===== src/rtl/usbh_pwrup_pkg.sv =====
// Shared definitions for the USB host interface power-up sequencer.
// Assumes a 5-bit register address space and 8-bit registers on the chip.
package usbh_pwrup_pkg;

    localparam int REG_AW = 5;
    localparam int REG_DW = 8;

    // Register addresses used by the sequence
    localparam logic [REG_AW-1:0] A_PIN_CFG   = 5'd17;
    localparam logic [REG_AW-1:0] A_USB_CTRL  = 5'd15;
    localparam logic [REG_AW-1:0] A_USB_STAT  = 5'd13;
    localparam logic [REG_AW-1:0] A_OP_MODE   = 5'd27;
    localparam logic [REG_AW-1:0] A_CPU_CFG   = 5'd16;
    localparam logic [REG_AW-1:0] A_HOST_IRQEN = 5'd26;

    // Values written
    localparam logic [REG_DW-1:0] V_PIN_CFG   = 8'h18; // level irq, full-duplex serial
    localparam logic [REG_DW-1:0] V_RST_ON    = 8'h20;
    localparam logic [REG_DW-1:0] V_RST_OFF   = 8'h00;
    localparam logic [REG_DW-1:0] V_OP_MODE   = 8'hC1; // host, both pull-downs
    localparam logic [REG_DW-1:0] V_CPU_CFG   = 8'h01; // interrupt pin on
    localparam logic [REG_DW-1:0] V_HOST_IRQEN = 8'h61; // connect, frame, bus event

    // Oscillator readiness rule
    localparam logic [REG_DW-1:0] OSC_IGNORE = 8'h60;
    localparam logic [REG_DW-1:0] OSC_READY  = 8'h01;

    typedef enum logic [2:0] {
        ST_PIN_CFG,
        ST_RST_ON,
        ST_RST_OFF,
        ST_OSC_POLL,
        ST_OP_MODE,
        ST_CPU_CFG,
        ST_HOST_IRQEN
    } step_e;

    typedef enum logic [1:0] {
        PH_IDLE,
        PH_REQ,
        PH_GAP
    } phase_e;

endpackage


===== src/rtl/usbh_pwrup_step_rom.sv =====
// Maps a sequence step to the register access it issues.
// Assumes steps are visited in enum order; pure combinational decode.
module usbh_pwrup_step_rom
    import usbh_pwrup_pkg::*;
(
    input  step_e              step_i,
    output logic [REG_AW-1:0]  addr_o,
    output logic [REG_DW-1:0]  wdata_o,
    output logic               is_read_o,
    output logic               is_last_o
);

    // Decode the access for the current step
    always_comb begin
        addr_o    = A_PIN_CFG;
        wdata_o   = V_PIN_CFG;
        is_read_o = 1'b0;
        is_last_o = 1'b0;
        unique case (step_i)
            ST_PIN_CFG:    begin addr_o = A_PIN_CFG;    wdata_o = V_PIN_CFG;    end
            ST_RST_ON:     begin addr_o = A_USB_CTRL;   wdata_o = V_RST_ON;     end
            ST_RST_OFF:    begin addr_o = A_USB_CTRL;   wdata_o = V_RST_OFF;    end
            ST_OSC_POLL:   begin addr_o = A_USB_STAT;   wdata_o = '0; is_read_o = 1'b1; end
            ST_OP_MODE:    begin addr_o = A_OP_MODE;    wdata_o = V_OP_MODE;    end
            ST_CPU_CFG:    begin addr_o = A_CPU_CFG;    wdata_o = V_CPU_CFG;    end
            ST_HOST_IRQEN: begin addr_o = A_HOST_IRQEN; wdata_o = V_HOST_IRQEN; is_last_o = 1'b1; end
            default:       begin addr_o = A_PIN_CFG;    wdata_o = V_PIN_CFG;    end
        endcase
    end

endmodule


===== src/rtl/usbh_pwrup_osc_check.sv =====
// Decides whether a status read reports a stable oscillator.
// Assumes the VBUS bits carry no meaning for readiness and are ignored.
module usbh_pwrup_osc_check
    import usbh_pwrup_pkg::*;
(
    input  logic [REG_DW-1:0] status_i,
    output logic              ready_o
);

    // Compare the masked status with the single ready bit
    always_comb begin
        ready_o = ((status_i & ~OSC_IGNORE) == OSC_READY);
    end

endmodule


===== src/rtl/usbh_pwrup_poll_ctr.sv =====
// Down-counter of remaining oscillator poll attempts.
// Assumes LIMIT >= 1; load has priority over decrement.
module usbh_pwrup_poll_ctr #(
    parameter int LIMIT = 1024,
    parameter int CW    = $clog2(LIMIT + 1)
) (
    input  logic          clk,
    input  logic          rst_n,
    input  logic          load_i,
    input  logic          dec_i,
    output logic [CW-1:0] count_o,
    output logic          at_one_o
);

    localparam logic [CW-1:0] LIMIT_V = CW'(LIMIT);
    localparam logic [CW-1:0] ONE_V   = CW'(1);

    logic [CW-1:0] cnt_q;

    // Load on start, count down per rejected read
    always_ff @(posedge clk) begin
        if (!rst_n) begin
            cnt_q <= '0;
        end else if (load_i) begin
            cnt_q <= LIMIT_V;
        end else if (dec_i && (cnt_q != '0)) begin
            cnt_q <= cnt_q - ONE_V;
        end
    end

    assign count_o  = cnt_q;
    assign at_one_o = (cnt_q == ONE_V);

endmodule


===== src/rtl/usbh_pwrup_seq.sv =====
// Power-up sequencer for a USB host interface chip.
// Issues a fixed series of register accesses over a request/acknowledge
// port, each held until acknowledged and followed by one idle cycle.
// Assumes ack_i is only meaningful while req_o is high.
module usbh_pwrup_seq
    import usbh_pwrup_pkg::*;
#(
    parameter int POLL_LIMIT = 1024,
    parameter int CW         = $clog2(POLL_LIMIT + 1)
) (
    input  logic              clk,
    input  logic              rst_n,
    input  logic              start_i,
    output logic              req_o,
    output logic              write_o,
    output logic [REG_AW-1:0] addr_o,
    output logic [REG_DW-1:0] wdata_o,
    input  logic              ack_i,
    input  logic [REG_DW-1:0] rdata_i,
    output logic              done_o,
    output logic              timeout_o,
    output logic [CW-1:0]     remaining_o
);

    phase_e phase_q;
    step_e  step_q;
    logic   done_q;
    logic   tmo_q;

    logic   is_read;
    logic   is_last;
    logic   osc_ok;
    logic   at_one;
    logic   accept;
    logic   load_cnt;
    logic   dec_cnt;
    logic   poll_fail;

    usbh_pwrup_step_rom u_rom (
        .step_i    (step_q),
        .addr_o    (addr_o),
        .wdata_o   (wdata_o),
        .is_read_o (is_read),
        .is_last_o (is_last)
    );

    usbh_pwrup_osc_check u_osc (
        .status_i (rdata_i),
        .ready_o  (osc_ok)
    );

    usbh_pwrup_poll_ctr #(
        .LIMIT (POLL_LIMIT),
        .CW    (CW)
    ) u_cnt (
        .clk      (clk),
        .rst_n    (rst_n),
        .load_i   (load_cnt),
        .dec_i    (dec_cnt),
        .count_o  (remaining_o),
        .at_one_o (at_one)
    );

    // Decode the handshake events of the current cycle
    always_comb begin
        accept    = (phase_q == PH_REQ) && ack_i;
        load_cnt  = (phase_q == PH_IDLE) && start_i;
        dec_cnt   = accept && is_read && !osc_ok;
        poll_fail = dec_cnt && at_one;
    end

    // Advance phase and step, raise done and timeout
    always_ff @(posedge clk) begin
        if (!rst_n) begin
            phase_q <= PH_IDLE;
            step_q  <= ST_PIN_CFG;
            done_q  <= 1'b0;
            tmo_q   <= 1'b0;
        end else begin
            done_q <= 1'b0;
            unique case (phase_q)
                PH_IDLE: begin
                    if (start_i) begin
                        phase_q <= PH_REQ;
                        step_q  <= ST_PIN_CFG;
                        tmo_q   <= 1'b0;
                    end
                end
                PH_REQ: begin
                    if (accept) begin
                        if (is_last) begin
                            done_q  <= 1'b1;
                            phase_q <= PH_IDLE;
                        end else begin
                            phase_q <= PH_GAP;
                            if (!is_read || osc_ok || at_one) begin
                                step_q <= step_e'(step_q + 3'd1);
                            end
                            if (poll_fail) begin
                                tmo_q <= 1'b1;
                            end
                        end
                    end
                end
                PH_GAP: begin
                    phase_q <= PH_REQ;
                end
                default: phase_q <= PH_IDLE;
            endcase
        end
    end

    assign req_o     = (phase_q == PH_REQ);
    assign write_o   = !is_read;
    assign done_o    = done_q;
    assign timeout_o = tmo_q;

endmodule


===== config.mk =====
export PLATFORM = sky130hd
export DESIGN_NAME = usbh_pwrup_seq
export DESIGN_NICKNAME = d
export VERILOG_FILES = /design/src/rtl/usbh_pwrup_pkg.sv /design/src/rtl/usbh_pwrup_step_rom.sv /design/src/rtl/usbh_pwrup_osc_check.sv /design/src/rtl/usbh_pwrup_poll_ctr.sv /design/src/rtl/usbh_pwrup_seq.sv
export SDC_FILE = /design/constraint.sdc
export NUM_CORES = 1
export LEC_CHECK = 0
export ABC_AREA = 1
export BUFFER_PORTS_ARGS = -buffer_cell sky130_fd_sc_hd__buf_2
export CAP_MARGIN = 10
export CORE_ASPECT_RATIO = 1.2
export CORE_MARGIN = 2
export CORE_UTILIZATION = 50
export DETAILED_ROUTE_END_ITERATION = 8
export PLACE_DENSITY = 0.87
export SLEW_MARGIN = 20
export SYNTH_ARGS = -nofsm -noshare
export SYNTH_HDL_FRONTEND = slang
export SYNTH_SLANG_ARGS = --single-unit

===== constraint.sdc =====
create_clock -name clk -period 2.23 [get_ports clk]
set_input_delay 0.1115 -clock clk [delete_from_list [all_inputs] [get_ports clk]]
set_output_delay 0.1115 -clock clk [all_outputs]
set_load 0.005 [all_outputs]

## After elaboration in Yosys (flattened, before gate mapping)

Cells that the tools add are included.

| cells by class | value |
|---|---|
| equality and inequality tests | 15 |
| reduce and logical (&&, ||, !) cells | 21 |
| add/sub/neg operators | 2 |
| muxes and demuxes | 21 |
| bitwise logic cells | 1 |

Operators by type and width:

| operator | number |
|---|---|
| case mux 8 bit (5 select lines) | 1 |
| case mux 5 bit (5 select lines) | 1 |
| 2-to-1 mux 11 bit | 2 |
| 2-to-1 mux 3 bit | 4 |
| == test 11 x 1 -> 1 bit, second input constant | 1 |
| nonzero test 11 bit | 1 |
| subtractor 11 x 1 -> 11 bit, second input constant | 1 |
| AND reduction 5 bit | 2 |
| == test 3 bit, second input constant | 3 |
| 2-to-1 mux 1 bit | 7 |
| == test 3 x 2 -> 1 bit, second input constant | 2 |
| == test 6 x 1 -> 1 bit, second input constant | 1 |
| logical AND 1 bit | 6 |
| 2-to-1 mux 2 bit | 3 |
| != test 2 x 1 -> 1 bit, second input constant | 3 |
| case mux 2 bit (3 select lines) | 1 |
| case mux 3 bit (2 select lines) | 1 |
| OR reduction 2 bit | 3 |
| != test 2 bit, second input constant | 2 |
| nonzero test 2 bit | 2 |
| adder 3 x 1 -> 3 bit, second input constant | 1 |
| == test 3 x 1 -> 1 bit, second input constant | 1 |
| AND reduction 3 bit | 1 |
| == test 2 x 1 -> 1 bit, second input constant | 1 |
| other kinds (7) | 9 |

| storage, ports and cells | value |
|---|---|
| input port bits | 12 |
| word-level logic and storage cells | 66 |
| output and inout bits | 28 |
| register bits after elaboration | 18 |

## Depth between registers and ports, before layout

Gate-level depths: netlist of the first run.

| depth | value |
|---|---|
| word-level depth | 9 |
| depth in mapped cells | 11 |
| depth with buffers taken out | 11 |

## Modules after synthesis

Synthesis of the first run repeated with hierarchy kept, for this count alone.

| second synthesis, totals | value |
|---|---|
| cell total of the unflattened synthesis | 198 |
| area total of the unflattened synthesis | 1255.0 um^2 |

Modules (own cells, without submodules):

| module | area each (um^2) | seq. area each (um^2) | instances | cells each |
|---|---|---|---|---|
| usbh_pwrup_poll_ctr | 663.1 | 220.2 | 1 | 103 |
| usbh_pwrup_seq | 426.7 | 140.1 | 1 | 62 |
| usbh_pwrup_step_rom | 140.1 | 0.0 | 1 | 27 |
| usbh_pwrup_osc_check | 25.0 | 0.0 | 1 | 6 |

## Worst setup path after synthesis of the first run

No wires, ideal clock.

| timing | value |
|---|---|
| kind | register to register |
| from | reg step_q[0] |
| to | reg u_cnt.cnt_q[3], in the netlist u_cnt.count_o[3] |
| buffers on the path | 1 |
| stages on the path, launching flop included | 12 |
| period minus slack after synthesis | 1457 ps |
| setup time | 72 ps |
| data required time | 2158 ps |
| setup slack | 773 ps |
| arrival time | 1386 ps |
| cell sequence | dfxtp_1 > ha_1 > ha_1 > inv_2 > nor2_1 > nand2_1 > clkinv_1 > nand2_2 > buf_6 > nor2_1 > nand2_1 > a21oi_1 |

| between the ends | value |
|---|---|
| longest elaborated chain between the ends | 5 |

RTL lines:

| what | RTL line | RTL |
|---|---|---|
| from (decl) | usbh_pwrup_seq.sv:26 | `step_e step_q;` |
| from (signal assigned) | usbh_pwrup_seq.sv:97 | `step_q <= step_e'(step_q + 3'd1);` |
| == test 3 x 2 -> 1 bit | usbh_pwrup_step_rom.sv:19 | `unique case (step_i)` |
| 2-to-1 mux 1 bit | usbh_pwrup_step_rom.sv:19 |  |
| logical AND 1 bit (2 in series) | usbh_pwrup_seq.sv:68 | `dec_cnt = accept && is_read && !osc_ok;` |
| logical AND 1 bit | usbh_pwrup_poll_ctr.sv:26 | `end else if (dec_i && (cnt_q != '0)) begin` |
| to (signal assigned) | usbh_pwrup_poll_ctr.sv:27 | `cnt_q <= cnt_q - ONE_V;` |
| to (decl) | usbh_pwrup_poll_ctr.sv:18 | `logic [CW-1:0] cnt_q;` |

Every way passes these cells.
A chain may end at the register's enable or synchronous reset.

## Worst setup path in the final report of the first run

| timing | value |
|---|---|
| from | reg step_q[0] |
| to | out addr_o[1] |

| between the ends | value |
|---|---|
| longest elaborated chain between the ends | 3 |
| elaborated cells on any way between the ends | 8 |
| those cells by class | eq/ne (6); mux (1); reduce/logical (1) |

RTL lines:

| what | RTL line | RTL |
|---|---|---|
| == test 3 x 1 -> 1 bit or == test 3 x 2 -> 1 bit (tied branches) | usbh_pwrup_step_rom.sv:19 |  |
| OR reduction 2 bit (no source line) | -- |  |
| case mux 5 bit (5 select lines) (*) | usbh_pwrup_step_rom.sv:19 |  |
| to (decl) | usbh_pwrup_seq.sv:16 | `output logic [REG_AW-1:0] addr_o,` |

Mark *: on every way between the ends. The rest lies on a longest branch, timed or not.

==> results of run 1 <==
-- layer usage --
layer	routed length, µm	track usage	vias to the layer above
li1	-	-	637
met1	1010	0.214	523
met2	1250	0.356	26
met3	101	0.0232	5
met4	42	0.0857	0
met5	0	0	-
-- layout by cell type (no fill, tap or decap), types with 2 or more instances in the layout --
cell and count:
a21oi_1 15, buf_2 35, clkbuf_4 3, conb_1 2, dfxtp_1 18, ha_1 8, inv_1 19, inv_2 7
nand2_1 45, nand2_2 3, nand3_1 11, nand3b_1 2, nor2_1 26, nor2_2 2, nor2_4 2, nor3_1 2
o21ai_1 4, xnor2_1 3, xor2_1 2
-- per-stage QoR --
step | hold WS (ps) | area (µm²) | setup slack (ps) | cells | util
after global routing | 87.6 | 1400 | 219 | 249 | 0.609
after CTS | 72.3 | 1400 | 381 | 249 | 0.609
after detailed placement | 384 | 1380 | 506 | 246 | 0.599
after global placement | 380 | 1380 | 517 | 246 | 0.599
after floorplan | 250 | 1220 | 773 | 186 | -
final | 78.7 | 1400 | 400 | 249 | 0.609
-- worst max-delay path: stages, from the launching register on --
cell and delay [ps]:
dfxtp_1 400, inv_1 110, ha_1 220, nand2_1 140, inv_2 60, nor2_1 120, inv_1 60, or2_1 200
buf_2 120
-- power breakdown --
| group | total, mW | leakage (nW) | internal (mW) | switching [mW] |
|---|---|---|---|---|
| Sequential | 0.338 | 0.146 | 0.329 | 0.00858 |
| Combinational | 0.126 | 0.587 | 0.0535 | 0.0723 |
| Clock | 0.157 | 0.0138 | 0.0629 | 0.0942 |
-- final timing paths --
| kind | startpoint | endpoint | slack [ps] | cells past startpoint |
|---|---|---|---|---|
| worst max-delay path | step_q[0] | addr_o[1] | 400 | 8 |
| worst min-delay path | ack_i | phase_q[1] | 80 | 3 |
| worst min register to register | timeout_o | timeout_o | 450 | 2 |
| worst max register to register | step_q[0] | u_cnt.count_o[10] | 480 | 10 |
-- state kept, by name, summed over array words and instances, names as in the netlist --
name	count
done_o	1
phase_q	2
step_q	3
timeout_o	1
u_cnt.count_o	11
-- final cells by class --
cell class	instances	area [µm²]	share of cell area
multi-input combinational	135	706	0.503
sequential	18	360	0.257
timing repair buffer	35	175	0.125
inverter	27	101	0.0722
tap	31	38.8	0.0276
clock buffer	3	22.5	0.0160
-- Yosys cell counts, types with 2 or more instances --
| cell | count | share of area |
|---|---|---|
| nor3_1 | 2 | 0.0083 |
| nor2_1 | 26 | 0.080 |
| nor2_2 | 2 | 0.010 |
| o21ai_1 | 4 | 0.017 |
| nand2_2 | 3 | 0.015 |
| xnor2_1 | 3 | 0.022 |
| buf_4 | 3 | 0.019 |
| xor2_1 | 2 | 0.014 |
| nand2_1 | 45 | 0.14 |
| ha_1 | 8 | 0.083 |
| buf_6 | 2 | 0.019 |
| nor2_4 | 2 | 0.019 |
| nand3b_1 | 2 | 0.012 |
| inv_1 | 19 | 0.059 |
| dfxtp_1 | 18 | 0.30 |
| a21oi_1 | 15 | 0.062 |
| nand3_1 | 11 | 0.045 |
| inv_2 | 7 | 0.022 |
-- logic make-up after synthesis --
kind of cell / after synthesis
fa+ha+maj: 8
simple gates: 97
xor+xnor: 5
buf+inv: 33
compound gates: 23
flops: 18
other cells: 1
==> results.yml, run 1 <==
clock_network:
  postCtsHoldBufs: 0
  numCtsBuffers: 3
  post_cts_buffers: 0
  cts-resized-gates: 0
  clkLatencyLatePin_ps: 290
  cts-root-buf: "clkbuf_4"
  clkSlewWorstSetupHoldPaths_ps: 90
  cts_tree: "yes"
  cts_sinks: 18
  cts_buffer_depth: 2
  htreeDepth: 1
critical_path:
  crit_arrival_ps: 1720
  crit_type: "reg -> out"
  critPathMaxFanout: 4
  endpoint_kind: "output pin"
  worstSetupStartpointType: "register"
  cp.required_ps: 2120
grt:
  track_usage: 0.190
  grt_max_degree: 12
  grt_overflow_total: 0
  grt_first_pass_wirelength_um: 4300
  antenna_found_initial: 0
  grt_pass1_vias: 1034
sta:
  hold_viol_final: 0
  setup_tns_ps: 0
  fmaxAchievable_mhz: 547
  period_share: 0.820
  finalMaxSlewViolations: 0
  setup_viol: 0
  fin_crit_ps: 1830
  skew_ps: 0.619
  rsz0062_at_grt: "false"
pwr:
  max-vdd-ir-drop_mv: 0.406
  leakage_nw: 0.747
  p_total_mw: 0.620
  power.density_nw_per_um2: 442
layout:
  antenna_cells: 0
  finalNetCount: 240
  nFillCells: 227
  drive_gt1_frac: 0.252
  syn_to_final_growth_pct: 15.8
route:
  drc: 0
  detail_route.wirelength_um: 2400
  dr.pass1.iters: 4
  routed_via_density: 4.78
  vias: 1191
  ant_nets: 0
  wire_per_inst_um: 9.64
  dr.first_iter.drc_count: 22
synthesis:
  synth_compound_area_frac: 0.103
  synth.distinct_cells: 29
  avgSynthCellArea_um2: 6.55
  yosysSeqAreaShare: 0.297
  muxShareOfSynthArea: 0
  synth-async-reset-ratio: 0
  synth_area_um2: 1210
  synth_adder_area_share: 0.0826
  synthXorXnorAreaFrac: 0.0361
  synth_top_family_by_area: "simple AND/OR/NAND/NOR gates"
  synth_edf_count: 0
  synth-simple-area-share: 0.354
  synthFlopType: "dfxtp_1"
  netlist_instances: 185
  ys_warn_count: 0
  yosys_register_bits: 18
floorplan:
  rows: 19
  core_region_area_um2: 2310
  die_w_um: 49.0
  io_pins: 40
  fp.dieArea_um2: 2840
  start_util: 0.526
  die_h_um: 57.9
run_status:
  status: "finished, final reports clean"
placed_design:
  numPortBuffers: 35
  place.detailed.hpwl_um: 1960
  routabilityCongestion: 0.830
hold_path:
  min_path_type: "in -> reg"
job:
  maxCapViolCount: 0
No activity file was read; power rests on OpenSTA's default activity.
==> run 2, diff against run 1 <==
--- a/config.mk
+++ b/config.mk
@@ -5,7 +5,7 @@
 export SDC_FILE = /design/constraint.sdc
 export NUM_CORES = 1
 export LEC_CHECK = 0
-export ABC_AREA = 1
+export ABC_AREA = 0
 export BUFFER_PORTS_ARGS = -buffer_cell sky130_fd_sc_hd__buf_2
 export CAP_MARGIN = 10
 export CORE_ASPECT_RATIO = 1.2
==> constraint.sdc (replaced) <==
create_clock -name clk -period 1.9 [get_ports clk]
set_input_delay 0.095 -clock clk [delete_from_list [all_inputs] [get_ports clk]]
set_output_delay 0.095 -clock clk [all_outputs]
set_load 0.005 [all_outputs]
==> results.yml, run 2 <==
critical_path:
  crit_type: "reg -> out"
  crit_arrival_ps: 1750
  cpLargestDelayFamily: "simple AND/OR/NAND/NOR gates"
  cp_cell_sequence: "ha_2 -> ha_4 -> buf_4 -> or4_1 -> buf_2"
  rr_worst_depth: 6
  rrSetupSlack_ps: 80
  cp.required_ps: 1800
  critPathMaxFanout: 3
  r2r_start: "step_q[1]"
  slowest_stage: "or4_1"
  cpPeakStageDelay_ps: 490
  endpoint_kind: "output pin"
  critPathBufInv: 2
  r2r-end: "u_cnt.count_o[4]"
  worstSetupStartpointType: "register"
synthesis:
  synthFlopType: "dfxtp_1"
  avgSynthCellArea_um2: 8.55
  ys_warn_count: 0
  yosys_register_bits: 18
  netlist_instances: 141
  synth-async-reset-ratio: 0
  ys_top_cells_by_count: "dfxtp_1 (18), nor2_1 (13), nand2_1 (12)"
  yosysSeqAreaShare: 0.299
  synth_top_area_cell: "dfxtp_1"
  synth.distinct_cells: 42
  synth_top_area_frac: 0.299
  synth.area.top_cells: "dfxtp_1 (30%), ha_1 (8.3%), mux2i_1 (6.6%)"
  yosysMostFrequentCell: "dfxtp_1"
  synth_area_um2: 1200
  synth_edf_count: 0
pwr:
  p_total_mw: 0.743
  power.density_nw_per_um2: 492
  leakage_nw: 0.718
  max-vdd-ir-drop_mv: 0.328
grt:
  grt_pass1_vias: 1105
  grt_max_degree: 11
  antenna_found_initial: 0
  track_usage: 0.208
  grt_first_pass_wirelength_um: 4710
  grt_overflow_total: 0
route:
  dr.first_iter.drc_count: 33
  top_layer_used: "met4"
  ant_nets: 0
  vias: 1194
  wire_per_inst_um: 12.9
  detail_route.wirelength_um: 2770
  dr.pass1.iters: 4
  routed_via_density: 5.55
  wl_met2_um: 1490
  route.met3.wl_um: 148
  wl_met1_um: 1110
  drc: 0
hold_path:
  hp-start: "ack_i"
  whs_endpoint: "done_o"
  min_path_type: "in -> reg"
  whs_path_depth: 3
placed_design:
  numPortBuffers: 35
  dpl.cell_count: 210
  routabilityCongestion: 0.894
  place.detailed.hpwl_um: 2220
sta:
  fin_crit_ps: 1850
  finalMaxSlewViolations: 0
  period_share: 0.974
  rsz0062_at_grt: "false"
  skew_ps: 2.25
  hold_viol_final: 0
  worst_slew_pin_slew_ps: 757
  setup_viol: 0
  fmaxAchievable_mhz: 541
  relSlewSlack: 0.494
layout:
  seqCellArea_um2: 363
  drive_gt1_frac: 0.342
  syn_to_final_growth_pct: 25.3
  finalNetCount: 205
  mostFrequentLayoutCells: "buf_2 (35), dfxtp_1 (16), nor2_1 (13)"
  largest_register_ffs: 11
  final_common_cell: "buf_2"
  nFillCells: 199
  finalNonFillerCells: 215
  multi_input_area_um2: 796
  antenna_cells: 0
clock_network:
  clkSlewWorstSetupHoldPaths_ps: 110
  postCtsHoldBufs: 0
  numCtsBuffers: 3
  cts_buffer_depth: 2
  cts-root-buf: "clkbuf_4"
  cts_sinks: 18
  clkLatencyLatePin_ps: 290
  cts_tree: "yes"
  htreeDepth: 1
floorplan:
  io_pins: 40
  start_util: 0.528
  die_h_um: 57.8
  die_w_um: 48.8
  rows: 19
  core_region_area_um2: 2280
  fp.dieArea_um2: 2820
job:
  maxCapViolCount: 0
run_status:
  status: "finished, final reports clean"
run 2: per-layer routing:
layer | vias to the layer above | GRT usage
met3 | 2 | 0.0232
met4 | 0 | 0.0653
met2 | 54 | 0.409
li1 | 588 | -
met5 | - | 0
met1 | 550 | 0.233
run 2: where the power goes:
part | switching, mW | internal, mW | total, mW
registers | 0.00577 | 0.383 | 0.389
clock network | 0.122 | 0.117 | 0.238
logic | 0.0650 | 0.0513 | 0.116
run 2: timing repair:
item / in CTS / in global routing
endpoints found under the setup margin: 5 / 8
setup buffers: 0 / 1
cloned: 0 / 0
pin swaps: 1 / 0
gates resized for setup: 3 / 6
run 2: final cells by class:
class / count / area share
sequential: 18 / 0.240
timing repair buffer: 44 / 0.161
multi-input combinational: 109 / 0.527
inverter: 9 / 0.0224
tap: 31 / 0.0257
clock buffer: 4 / 0.0240
run 2: worst max-delay path by stage:
stage	startpoint	end	slack [ps]	depth (start not counted)
after floorplan	step_q[0]	u_cnt.count_o[8]	60	6
after global placement	step_q[1]	u_cnt.count_o[8]	60	6
after detailed placement	step_q[1]	u_cnt.count_o[4]	-30	6
after CTS	step_q[1]	addr_o[0]	20	5
after global routing	u_cnt.count_o[6]	step_q[1]	9	4
final	step_q[1]	addr_o[0]	50	5
run 2: kinds of logic after synthesis:
group / share of synthesized area
buffers and inverters: 0.0654
AO/OA/AOI/OAI: 0.134
AND/OR/NAND/NOR: 0.349
flip-flops: 0.299
adder cells (fa/ha/maj): 0.0831
multiplexers: 0.0665
other: 0.00311
run 2: worst register-to-register path, stage by stage (launching register included):
cell,delay (ps)
dfxtp_2,370
ha_2,190
ha_4,140
nand4b_4,110
a211o_4,310
or4b_1,480
a21oi_1,150
run 2: stage by stage:
stage	hold slack (ps)	area (µm²)	worst slack [ps]	util	setup TNS (ps)
global placement	427	1440	55.2	0.630	0
global route	117	1510	9.16	0.662	0
CTS	114	1480	15.6	0.647	0
detailed placement	428	1440	-30.8	0.630	-52.2
floorplan	244	1210	56.1	-	0
finish	121	1510	50.2	0.662	0
==> run 3, diff against run 2 <==
--- a/config.mk
+++ b/config.mk
@@ -12,7 +12,7 @@
 export CORE_MARGIN = 2
 export CORE_UTILIZATION = 50
 export DETAILED_ROUTE_END_ITERATION = 8
-export PLACE_DENSITY = 0.87
+export PLACE_DENSITY = 0.75
 export SLEW_MARGIN = 20
 export SYNTH_ARGS = -nofsm -noshare
 export SYNTH_HDL_FRONTEND = slang
==> results.yml, run 3 (same netlist as run 2, synthesis figures left out) <==
run_status:
  status: "finished, final reports clean"
placed_design:
  numPortBuffers: 35
  place.detailed.hpwl_um: 2330
  place_area_um2: 1470
  routabilityCongestion: 0.948
  dpl_worst_slack_ps: 83.7
clock_network:
  htreeDepth: 1
  clkSlewWorstSetupHoldPaths_ps: 100
  cts_buffer_depth: 2
  cts-root-buf: "clkbuf_4"
  clkLatencyLatePin_ps: 290
  post_cts_buffers: 0
  cts_sinks: 18
  numCtsBuffers: 3
  cts_tree: "yes"
pwr:
  power.density_nw_per_um2: 462
  leakage_nw: 0.725
  p_total_mw: 0.701
  max-vdd-ir-drop_mv: 0.423
layout:
  multi_input_area_um2: 795
  mostFrequentLayoutCells: "buf_2 (35), dfxtp_1 (17), nor2_1 (12), nand2_1 (12), buf_4 (12)"
  drive_gt1_frac: 0.349
  final_common_cell: "buf_2"
  seqCellArea_um2: 362
  nFillCells: 197
  antenna_cells: 0
  finalNetCount: 208
  fin_area_um2: 1520
  syn_to_final_growth_pct: 25.9
  largest_register_ffs: 11
grt:
  grt_overflow_total: 0
  antenna_found_initial: 0
  grt_max_degree: 10
  grt_first_pass_wirelength_um: 4620
  grt_pass1_vias: 1134
  track_usage: 0.212
route:
  drc: 0
  ant_nets: 0
  detail_route.wirelength_um: 2920
  dr.first_iter.drc_count: 13
  vias: 1184
  wire_per_inst_um: 13.5
  dr.pass1.iters: 4
  routed_via_density: 5.46
critical_path:
  crit_path_start: "step_q[0]"
  crit_type: "reg -> out"
  worstSetupStartpointType: "register"
  rrSetupSlack_ps: 90
  cp_cell_sequence: "ha_2 -> ha_4 -> buf_4 -> or4_1 -> buf_2"
  crit_arrival_ps: 1750
  critPathMaxFanout: 3
  slowest_stage: "or4_1"
  endpoint_kind: "output pin"
  r2r_start: "step_q[1]"
  cp.required_ps: 1800
  cpPeakStageDelay_ps: 490
sta:
  fin_crit_ps: 1840
  setup_viol: 0
  hold_ws_ps: 109
  fmaxAchievable_mhz: 543
  setup_tns_ps: 0
  finalMaxSlewViolations: 0
  fin_ws_ps: 57.0
  hold_viol_final: 0
  period_share: 0.970
  skew_ps: 0.807
  rsz0062_at_grt: "true"
floorplan:
  die_h_um: 57.8
  core_region_area_um2: 2280
  io_pins: 40
  die_w_um: 48.8
  fp.dieArea_um2: 2820
  start_util: 0.528
  rows: 19
hold_path:
  min_path_type: "in -> reg"
  hp-start: "start_i"
job:
  maxCapViolCount: 0
==> run 3: cell types whose count changed in the layout (fill, tap and decap cells not counted), sizes merged <==
cell    previous run  this run
buf               44        47
clkbuf             4         3
==> run 3: layer usage <==
layer  up-vias  GRT usage  share of wire
met1       556      0.201           0.39
met2        24      0.419           0.56
met5         -          0              0
met3         6     0.0387          0.031
met4         0      0.131          0.022
li1        598          -              -
==> run 3: power breakdown <==
part           internal (mW)  total, mW  switching (mW)  leakage (nW)
Sequential             0.383      0.389         0.00549         0.146
Clock                 0.0738      0.191           0.118        0.0138
Combinational         0.0542      0.121          0.0667         0.565
==> run 3: critical path: cells and delay by family (launching register included) <==
| family | cells | cell delay [ps] |
|---|---|---|
| simple gates | 1 | 490 |
| flops | 1 | 340 |
| fa+ha+maj | 2 | 360 |
| buf+inv | 2 | 280 |
==> run 3: area by class of cell <==
class                   count  area share
clock buffers               3      0.0149
inverters                   9      0.0223
multi-input cells         109       0.524
flip-flops and latches     18       0.238
well taps                  31      0.0256
repair buffers             47       0.175
==> run 3: path summary, 6_finish.rpt <==
| kind | end | depth (start not counted) |
|---|---|---|
| max reg2reg | u_cnt.count_o[4] | 6 |
| min | phase_q[0] | 3 |
| max | addr_o[0] | 5 |
| min reg2reg | timeout_o | 1 |
==> run 3: what timing repair did <==
| item | in CTS | in global routing |
|---|---|---|
| pin swaps | 0 | 0 |
| endpoints found under the setup margin | 2 | 13 |
| gates resized for setup | 1 | 8 |
| hold buffers | 0 | 0 |
==> run 3: stage by stage <==
| step | utilization | std cells |
|---|---|---|
| after floorplan | - | 142 |
| after global placement | 0.643 | 214 |
| after detailed placement | 0.643 | 214 |
| after CTS | 0.654 | 217 |
| after global routing | 0.664 | 217 |
| final | 0.664 | 217 |
